[src/rtl/irq_rank_pkg.sv]
package irq_rank_pkg;
  localparam int unsigned DEF_LINES   = 8;
  localparam int unsigned DEF_CASCADE = 2;
endpackage

[src/rtl/irq_vec_rotate.sv]
module irq_vec_rotate #(
  parameter int unsigned N  = irq_rank_pkg::DEF_LINES,
  parameter int unsigned SW = $clog2(N)
) (
  input  logic [N-1:0]  vec_in,
  input  logic [SW-1:0] amt,
  output logic [N-1:0]  vec_out
);
  // position i of the output holds line (i + amt) mod N
  always_comb begin
    for (int i = 0; i < N; i++) begin
      int unsigned src;
      src = i + int'(amt);
      if (src >= N) src = src - N;
      vec_out[i] = vec_in[src];
    end
  end
endmodule

[src/rtl/irq_first_set.sv]
module irq_first_set #(
  parameter int unsigned N  = irq_rank_pkg::DEF_LINES,
  parameter int unsigned PW = $clog2(N + 1)
) (
  input  logic [N-1:0]  vec_in,
  output logic [PW-1:0] rank
);
  // lowest set index, or N when the vector is empty
  always_comb begin
    rank = PW'(N);
    for (int i = N - 1; i >= 0; i--) begin
      if (vec_in[i]) rank = PW'(i);
    end
  end
endmodule

[src/rtl/irq_rank_resolver.sv]
module irq_rank_resolver #(
  parameter int unsigned N            = irq_rank_pkg::DEF_LINES,
  parameter int unsigned CASCADE_LINE = irq_rank_pkg::DEF_CASCADE,
  localparam int unsigned SW          = $clog2(N),
  localparam int unsigned PW          = $clog2(N + 1)
) (
  input  logic          clk,
  input  logic          rst,
  input  logic [N-1:0]  req,
  input  logic [N-1:0]  mask,
  input  logic [N-1:0]  insvc,
  input  logic [SW-1:0] base,
  input  logic          spec_mask_en,
  input  logic          nest_en,
  input  logic          is_primary,
  output logic          win_valid,
  output logic [SW-1:0] win_line
);
  localparam logic [N-1:0] CASC_BIT = N'(1) << CASCADE_LINE;

  logic [N-1:0]  cand_vec, svc_vec;
  logic [N-1:0]  cand_rot, svc_rot;
  logic [PW-1:0] cand_rank, svc_rank;
  logic [PW:0]   line_sum, line_mod;
  logic          next_valid;
  logic [SW-1:0] next_line;

  // candidates and the filtered in-service set
  always_comb begin
    cand_vec = req & ~mask;
    svc_vec  = insvc;
    if (spec_mask_en)          svc_vec = svc_vec & ~mask;
    if (nest_en && is_primary) svc_vec = svc_vec & ~CASC_BIT;
  end

  irq_vec_rotate #(.N(N), .SW(SW)) u_rot_cand (
    .vec_in (cand_vec),
    .amt    (base),
    .vec_out(cand_rot)
  );

  irq_vec_rotate #(.N(N), .SW(SW)) u_rot_svc (
    .vec_in (svc_vec),
    .amt    (base),
    .vec_out(svc_rot)
  );

  irq_first_set #(.N(N), .PW(PW)) u_enc_cand (
    .vec_in(cand_rot),
    .rank  (cand_rank)
  );

  irq_first_set #(.N(N), .PW(PW)) u_enc_svc (
    .vec_in(svc_rot),
    .rank  (svc_rank)
  );

  // map relative rank back to an absolute line number
  always_comb begin
    line_sum   = (PW+1)'(cand_rank) + (PW+1)'(base);
    line_mod   = (line_sum >= (PW+1)'(N)) ? line_sum - (PW+1)'(N) : line_sum;
    next_valid = (cand_rank < svc_rank);
    next_line  = next_valid ? line_mod[SW-1:0] : '0;
  end

  always_ff @(posedge clk) begin
    if (rst) begin
      win_valid <= 1'b0;
      win_line  <= '0;
    end else begin
      win_valid <= next_valid;
      win_line  <= next_line;
    end
  end
endmodule

[config.mk]
export PLATFORM = sky130hd
export DESIGN_NAME = irq_rank_resolver
export DESIGN_NICKNAME = d
export VERILOG_FILES = /design/src/rtl/irq_rank_pkg.sv /design/src/rtl/irq_vec_rotate.sv /design/src/rtl/irq_first_set.sv /design/src/rtl/irq_rank_resolver.sv
export SDC_FILE = /design/constraint.sdc
export NUM_CORES = 1
export LEC_CHECK = 0
export ABC_AREA = 1
export BUFFER_PORTS_ARGS = -buffer_cell sky130_fd_sc_hd__buf_2
export CORE_MARGIN = 3
export CORE_UTILIZATION = 54
export CTS_CLUSTER_DIAMETER = 30
export DETAILED_ROUTE_END_ITERATION = 6
export PLACE_DENSITY_LB_ADDON = 0.08
export SYNTH_ARGS = -nofsm -noshare
export SYNTH_HDL_FRONTEND = slang
export SYNTH_HIERARCHICAL = 1
export SYNTH_SLANG_ARGS = --single-unit
[constraint.sdc]
create_clock -name clk -period 3.2 [get_ports clk]
set_input_delay 0.64 -clock clk [delete_from_list [all_inputs] [get_ports clk]]
set_output_delay 0.64 -clock clk [all_outputs]
set_load 0.01 [all_outputs]
==> impl_metrics.env, run 1 <==
export IMPL_outcome="completed"
export IMPL_wl_per_cell_um=10.5
export IMPL_ys_seq_area_frac=0.0554
export IMPL_synth_fp_nets=313
export IMPL_crit_type="in -> reg"
export IMPL_ant_nets=0
export IMPL_postCtsHoldBufs=0
export IMPL_cp_required_ns=3.31
export IMPL_final_area_sq_mm=0.00166
export IMPL_worst_pin_slew_ns=0.467
export IMPL_hold_violations=0
export IMPL_design_core_area_sq_mm=0.00250
export IMPL_crit_top_cell="nand2_1"
export IMPL_drc_errors=0
export IMPL_rows=18
export IMPL_max_freq_mhz=348
export IMPL_tns_ns=0
export IMPL_hold_depth=6
export IMPL_drtIter0Drc=86
export IMPL_synthXorXnorAreaFrac=0
export IMPL_synth_top_area_share=0.232
export IMPL_synth_most_common_cell="nand2_1"
export IMPL_startpoint_type="primary input"
export IMPL_crit_path_max_fanout=8
export IMPL_grt_setup_unrepaired="false"
export IMPL_synth_compound_area_frac=0.0623
export IMPL_grt_pass1_vias=1538
export IMPL_port_buffers=35
export IMPL_grt_pass1_wl_um=6090
export IMPL_cts_root_buffer="clkbuf_4"
export IMPL_critPathArrivalTime_ns=2.99
export IMPL_synth_enable_flop_cells=0
export IMPL_crit_path_max_incr_delay_ns=0.37
export IMPL_ir_drop_uv=332
export IMPL_antenna_found_initial=0
export IMPL_synth_area_leader_cell="nand3_1"
export IMPL_dp_final_hpwl_um=3080
export IMPL_cts_buffer_depth=2
export IMPL_min_period_ns=2.87
export IMPL_vias=1736
export IMPL_avgSynthCellArea_sq_um=5.31
export IMPL_cts_tree="built"
export IMPL_die_height_um=57.7
export IMPL_max_slew_margin=0.686
export IMPL_cts_made_buffers=3
export IMPL_setup_viol=0
export IMPL_synthAdderAreaFrac=0.0831
export IMPL_h_tree_depth=1
export IMPL_hold_end="win_line[1]$_SDFF_PP0_"
export IMPL_diodes=0
export IMPL_end_kind="flip-flop"
export IMPL_die_x_um=57.7
export IMPL_synth_area_leaders="nand3_1 23%, nand2_1 22%, inv_1 8.8%, nand2_2 7.8%, ha_1 6.9%"
export IMPL_finalWorstSetupSlack_ns=0.327
export IMPL_synth_area_sq_mm=0.00145
export IMPL_slowest_stage="ha_1"
export IMPL_fin_nets=352
export IMPL_yosys_cell_types_count=22
export IMPL_report_final_slew_viol_count=0
export IMPL_cts_resized=0
export IMPL_synthFlopType="dfxtp_1"
export IMPL_n_fill_cell=253
export IMPL_async_flop_share=0
export IMPL_yosys_area_share_simple=0.623
export IMPL_path_clk_slew_ns=0.04
export IMPL_postPlaceCellArea_sq_mm=0.00164
export IMPL_dr_pass1_iters=5
export IMPL_p_leak_nw=0.997
export IMPL_powerDensity_mw_per_mm2=270
export IMPL_synth_common_cells="83 x nand2_1, 67 x nand3_1, 34 x inv_1, 18 x nand2_2, 13 x nor2_1"
export IMPL_drive_above_1_share=0.262
export IMPL_vias_per_cell=5.12
export IMPL_hold_ws_ns=0.853
export IMPL_synthMuxAreaShare=0
export IMPL_wirelength_um=3550
export IMPL_syn2layout_area_growth_pct=14.7
export IMPL_synth_top_family_by_area="simple AND/OR/NAND/NOR gates"
export IMPL_min_from="rst"
export IMPL_finalPower_w=0.000448
export IMPL_overflow=0
export IMPL_track_usage=0.222
export IMPL_crit_chain="buf_2 -> inv_8 -> ha_1 -> inv_2 -> nand3_1 -> nand3_1 -> nand2_1 -> inv_1 -> nand2_1 -> nand2_1 -> nand2_1 -> nand2_1 -> a21oi_1 -> ha_1 -> inv_1 -> fa_1 -> nand3b_1 -> nand2_1 -> nor2_1"
export IMPL_numClockSinks=4
export IMPL_maxCapViolations=0
export IMPL_num_io_pins=36
export IMPL_start_util=0.578
export IMPL_worstHoldPathType="in -> reg"
export IMPL_place_ws_ns=0.0959
export IMPL_fin_crit_sh=0.898
export IMPL_synthCells=272
export IMPL_gp_congestion=0.898
export IMPL_die_area_sq_mm=0.00333
export IMPL_synth_seq_cells=4
export IMPL_ys_warn_count=6
export IMPL_post_cts_buffers=0
export IMPL_grt_max_degree=19
layout make-up:
cell class	count	area, sq um	area share
Clock buffer	3	22.5	0.0136
Inverter	50	210	0.127
Multi-Input combinational cell	214	1110	0.669
Sequential cell	4	80.1	0.0483
Tap cell	30	37.5	0.0226
Timing Repair Buffer	38	198	0.119
how the worst max path moves through the flow:
stage                       start                endpoint  slack [ns]  cells after the start
final                     base[0]  win_line[2]$_SDFF_PP0_        0.33                     19
after global routing      base[0]  win_line[2]$_SDFF_PP0_        0.04                     19
after CTS                 base[0]  win_line[2]$_SDFF_PP0_        0.33                     19
after detailed placement  base[0]  win_line[2]$_SDFF_PP0_         0.1                     19
after global placement    base[0]  win_line[2]$_SDFF_PP0_        0.19                     19
after floorplan           base[0]  win_line[2]$_SDFF_PP0_        0.42                     19
placed cells by master, fill, tap and decap left out, types with 3 or more instances in the layout:
cell,netlist,routed
a21boi_0,7,7
nand3_1,67,67
nor2_1,13,13
buf_4,0,3
dfxtp_1,4,4
inv_1,34,34
inv_2,10,10
ha_1,8,8
nand2_2,18,18
clkbuf_4,0,3
nand2_1,83,83
buf_2,0,35
a21oi_1,5,5
logic make-up after synthesis:
kind of cell               Yosys count
AOI/OAI and AO/OA                   14
adders and majority gates            9
buffers and inverters               54
DFF                                  4
and+or+nand+nor                    191
where the power goes:
group / internal, W / switching [W] / total (W)
logic: 0.000123 / 0.000200 / 0.000323
clock network: 0.0000417 / 0.0000174 / 0.0000591
registers: 0.0000637 / 0.00000246 / 0.0000661
routing by layer:
metal	wire [um]	GRT usage	share of wire
met5	0	0	0
met4	38	0.0596	0.011
met2	1700	0.390	0.48
met1	1640	0.294	0.46
met3	175	0.0111	0.049
state kept, by name, summed over array words and instances (netlist names):
name / flops
win_line: 3
win_valid: 1
critical path, delay by kind of cell:
family          cells  cell delay [ns]
simple gates       10             0.76
compound gates      1             0.17
buf+inv             5             0.51
fa+ha+maj           3             0.90
through the flow:
step / util / cells
floorplan: - / 272
global placement: 0.654 / 336
detailed placement: 0.654 / 336
CTS: 0.663 / 339
global route: 0.663 / 339
finish: 0.663 / 339
(Power assumes the default switching activity.)
==> inputs of run 2 (changes only) <==
--- a/config.mk
+++ b/config.mk
@@ -8,11 +8,10 @@
 export ABC_AREA = 1
 export BUFFER_PORTS_ARGS = -buffer_cell sky130_fd_sc_hd__buf_2
 export CORE_MARGIN = 3
-export CORE_UTILIZATION = 54
+export CORE_UTILIZATION = 53
 export CTS_CLUSTER_DIAMETER = 30
 export DETAILED_ROUTE_END_ITERATION = 6
 export PLACE_DENSITY_LB_ADDON = 0.08
 export SYNTH_ARGS = -nofsm -noshare
 export SYNTH_HDL_FRONTEND = slang
-export SYNTH_HIERARCHICAL = 1
 export SYNTH_SLANG_ARGS = --single-unit
==> run 2 against run 1 <==
  * Synthesized cell count is 16% lower
  * Synthesized area is 11% lower
  * Final area is 9.4% lower
  * First-iteration DRC count is 7.0% lower
  * Combinational power is 5% lower
  * Worst hold slack worse by 0.089 ns
  * Setup slack better by 0.021 ns
  * Sequential cell count stayed put
  * Critical path type unchanged
  * Clock power is 5.2% higher
  * Global-route usage is 1.7 points higher
  * Sequential power is 1% higher
  * Cell count is 14% lower
==> impl_metrics.env, run 2 <==
export IMPL_grt_max_degree=19
export IMPL_dp_final_hpwl_um=2850
export IMPL_h_tree_depth=1
export IMPL_cp_required_ns=3.32
export IMPL_hold_end="win_line[0]$_SDFF_PP0_"
export IMPL_multi_input_area_sq_mm=0.00101
export IMPL_numClockSinks=4
export IMPL_path_clk_slew_ns=0.04
export IMPL_ys_seq_area_frac=0.0623
export IMPL_gp_congestion=0.947
export IMPL_ff_latch_area_sq_um=80.1
export IMPL_hold_depth=6
export IMPL_fin_crit_sh=0.891
export IMPL_rows=17
export IMPL_wl_per_cell_um=11.6
export IMPL_die_x_um=55.2
export IMPL_crit_type="in -> reg"
export IMPL_die_area_sq_mm=0.00305
export IMPL_place_ws_ns=0.120
export IMPL_drc_errors=0
export IMPL_synth_area_leader_cell="nand3_1"
export IMPL_vias=1518
export IMPL_cp_startpoint="base[0]"
export IMPL_synth_area_sq_mm=0.00128
export IMPL_critPathArrivalTime_ns=2.98
export IMPL_final_common_cell="nand2_1"
export IMPL_grt_pass1_wl_um=6010
export IMPL_start_util=0.570
export IMPL_crit_top_cell="nand2_1"
export IMPL_switchingPower_w=0.000211
export IMPL_powerDensity_mw_per_mm2=291
export IMPL_design_core_area_sq_mm=0.00225
export IMPL_comb_power_share=0.705
export IMPL_cts_resized=0
export IMPL_avgSynthCellArea_sq_um=5.61
export IMPL_drtIter0Drc=80
export IMPL_vias_per_cell=5.18
export IMPL_dr_pass1_iters=4
export IMPL_finalPower_w=0.000438
export IMPL_synth_most_common_cell="nand2_1"
export IMPL_hold_ws_ns=0.764
export IMPL_maxCapViolations=0
export IMPL_diodes=0
export IMPL_worst_pin_slew_ns=0.339
export IMPL_crit_path_max_fanout=8
export IMPL_fin_nets=306
export IMPL_grt_pass1_vias=1395
export IMPL_synth_area_leaders="nand3_1 22%, nand2_1 21%, inv_1 7.6%, dfxtp_1 6.2%, ha_1 5.8%"
export IMPL_startpoint_type="primary input"
export IMPL_n_fill_cell=238
export IMPL_ir_drop_uv=233
export IMPL_max_slew_margin=0.774
export IMPL_wirelength_um=3390
export IMPL_syn2layout_area_growth_pct=16.8
export IMPL_synthCells=229
export IMPL_synth_common_cells="73 x nand2_1, 57 x nand3_1, 26 x inv_1, 11 x nor2_1"
export IMPL_track_usage=0.239
export IMPL_clkPwrFrac=0.142
export IMPL_end_kind="flip-flop"
export IMPL_overflow=0
export IMPL_cts_buffer_depth=2
export IMPL_yosys_cell_types_count=30
export IMPL_cts_root_buffer="clkbuf_4"
export IMPL_outcome="completed"
export IMPL_largest_reg_flops=3
export IMPL_reg_top3="win_line x3, win_valid x1"
export IMPL_setup_viol=0
export IMPL_min_period_ns=2.85
export IMPL_synth_seq_cells=4
export IMPL_p_leak_nw=0.877
export IMPL_synth_enable_flop_cells=0
export IMPL_port_buffers=35
export IMPL_cts_tree="built"
export IMPL_finalWorstSetupSlack_ns=0.348
export IMPL_crit_chain="buf_2 -> inv_6 -> ha_1 -> inv_2 -> nand3_1 -> nand3_1 -> nand2_1 -> nand2_1 -> nand2_1 -> nand2_1 -> nand2_1 -> nand2_1 -> nand2_1 -> nand2_1 -> inv_1 -> ha_1 -> inv_1 -> fa_1 -> xor2_1 -> xor2_1 -> nor2_1"
export IMPL_drive_above_1_share=0.245
export IMPL_worstHoldPathType="in -> reg"
export IMPL_die_height_um=55.2
export IMPL_max_freq_mhz=351
export IMPL_report_final_slew_viol_count=0
export IMPL_synth_top_area_share=0.222
export IMPL_post_cts_buffers=0
export IMPL_ys_warn_count=0
export IMPL_antenna_found_initial=0
export IMPL_swShare=0.483
export IMPL_tns_ns=0
export IMPL_synth_fp_nets=268
export IMPL_cts_made_buffers=3
export IMPL_num_io_pins=36
export IMPL_final_cell_mix="73 x nand2_1, 57 x nand3_1, 35 x buf_2"
export IMPL_ant_nets=0
export IMPL_postCtsHoldBufs=0
export IMPL_hold_violations=0
export IMPL_crit_path_max_incr_delay_ns=0.38
export IMPL_slowest_stage="ha_1"
export IMPL_largest_register="win_line"
export IMPL_p_int_w=0.000226
export IMPL_synthFlopType="dfxtp_1"
export IMPL_min_from="rst"
export IMPL_grt_setup_unrepaired="false"
export IMPL_async_flop_share=0
export IMPL_p_seq_frac=0.153
## run 2: changes by cell type after synthesis, moves of 3 or more
cell,delta
nand3_1,-10
o21ai_1,+3
nand2_2,-13
nand2_1,-10
inv_2,-5
a21boi_0,-7
nand3_2,+6
o21ai_0,+4
a21oi_1,-3
inv_1,-8
## run 2: logic make-up (layout without fill, tap and decap cells)
group,after synthesis,count (layout),synth area share
buffers and inverters,39,75,0.149
and+or+nand+nor,159,159,0.579
DFF,4,4,0.0623
xor gates and xnor gates,5,5,0.0691
adders and majority gates,7,7,0.0740
AOI/OAI and AO/OA,15,15,0.0662
## run 2: area by class of cell
| type | count | share of cell area |
|---|---|---|
| Clock buffer | 3 | 0.0150 |
| Timing Repair Buffer | 40 | 0.150 |
| Multi-Input combinational cell | 186 | 0.675 |
| Tap cell | 28 | 0.0233 |
| Inverter | 32 | 0.0833 |
| Sequential cell | 4 | 0.0533 |
## run 2: worst max-delay path by stage
stage / endpoint / slack [ns] / cells past startpoint
after floorplan: win_line[2]$_SDFF_PP0_ / 0.15 / 23
after global placement: win_line[2]$_SDFF_PP0_ / 0.19 / 20
after global routing: win_line[2]$_SDFF_PP0_ / 0.1 / 21
after CTS: win_line[2]$_SDFF_PP0_ / 0.35 / 20
final: win_line[2]$_SDFF_PP0_ / 0.35 / 21
after detailed placement: win_line[2]$_SDFF_PP0_ / 0.12 / 20
## run 2: critical path, delay by kind of cell
kind	cells	cell delay, ns
adder cells (fa/ha/maj)	3	0.88
AND/OR/NAND/NOR	11	0.72
buffers and inverters	5	0.41
XOR/XNOR	2	0.33
## run 2: metal layers
metal	GRT usage	up-vias	part of all wire
met1	0.344	640	0.44
met4	0.0556	0	0
li1	-	821	-
met2	0.373	57	0.48
met3	0.0327	0	0.084
met5	0	-	0
## run 2: through the flow
stage,std cells,cell area (sq um),util
detailed placement,290,1480,0.656
CTS,293,1500,0.666
floorplan,229,1280,-
global placement,290,1480,0.656
finish,293,1500,0.666
global route,293,1500,0.666
## run 2: power by group through the flow
stage / clock, W / combinational [W] / sequential [W]
after CTS: 0.0000646 / 0.000308 / 0.0000671
after global placement: 0 / 0.000303 / 0.0000666
after detailed placement: 0 / 0.000307 / 0.0000678
after global routing: 0.0000707 / 0.000361 / 0.0000686
final: 0.0000622 / 0.000308 / 0.0000670
after floorplan: 0 / 0.000222 / 0.0000747
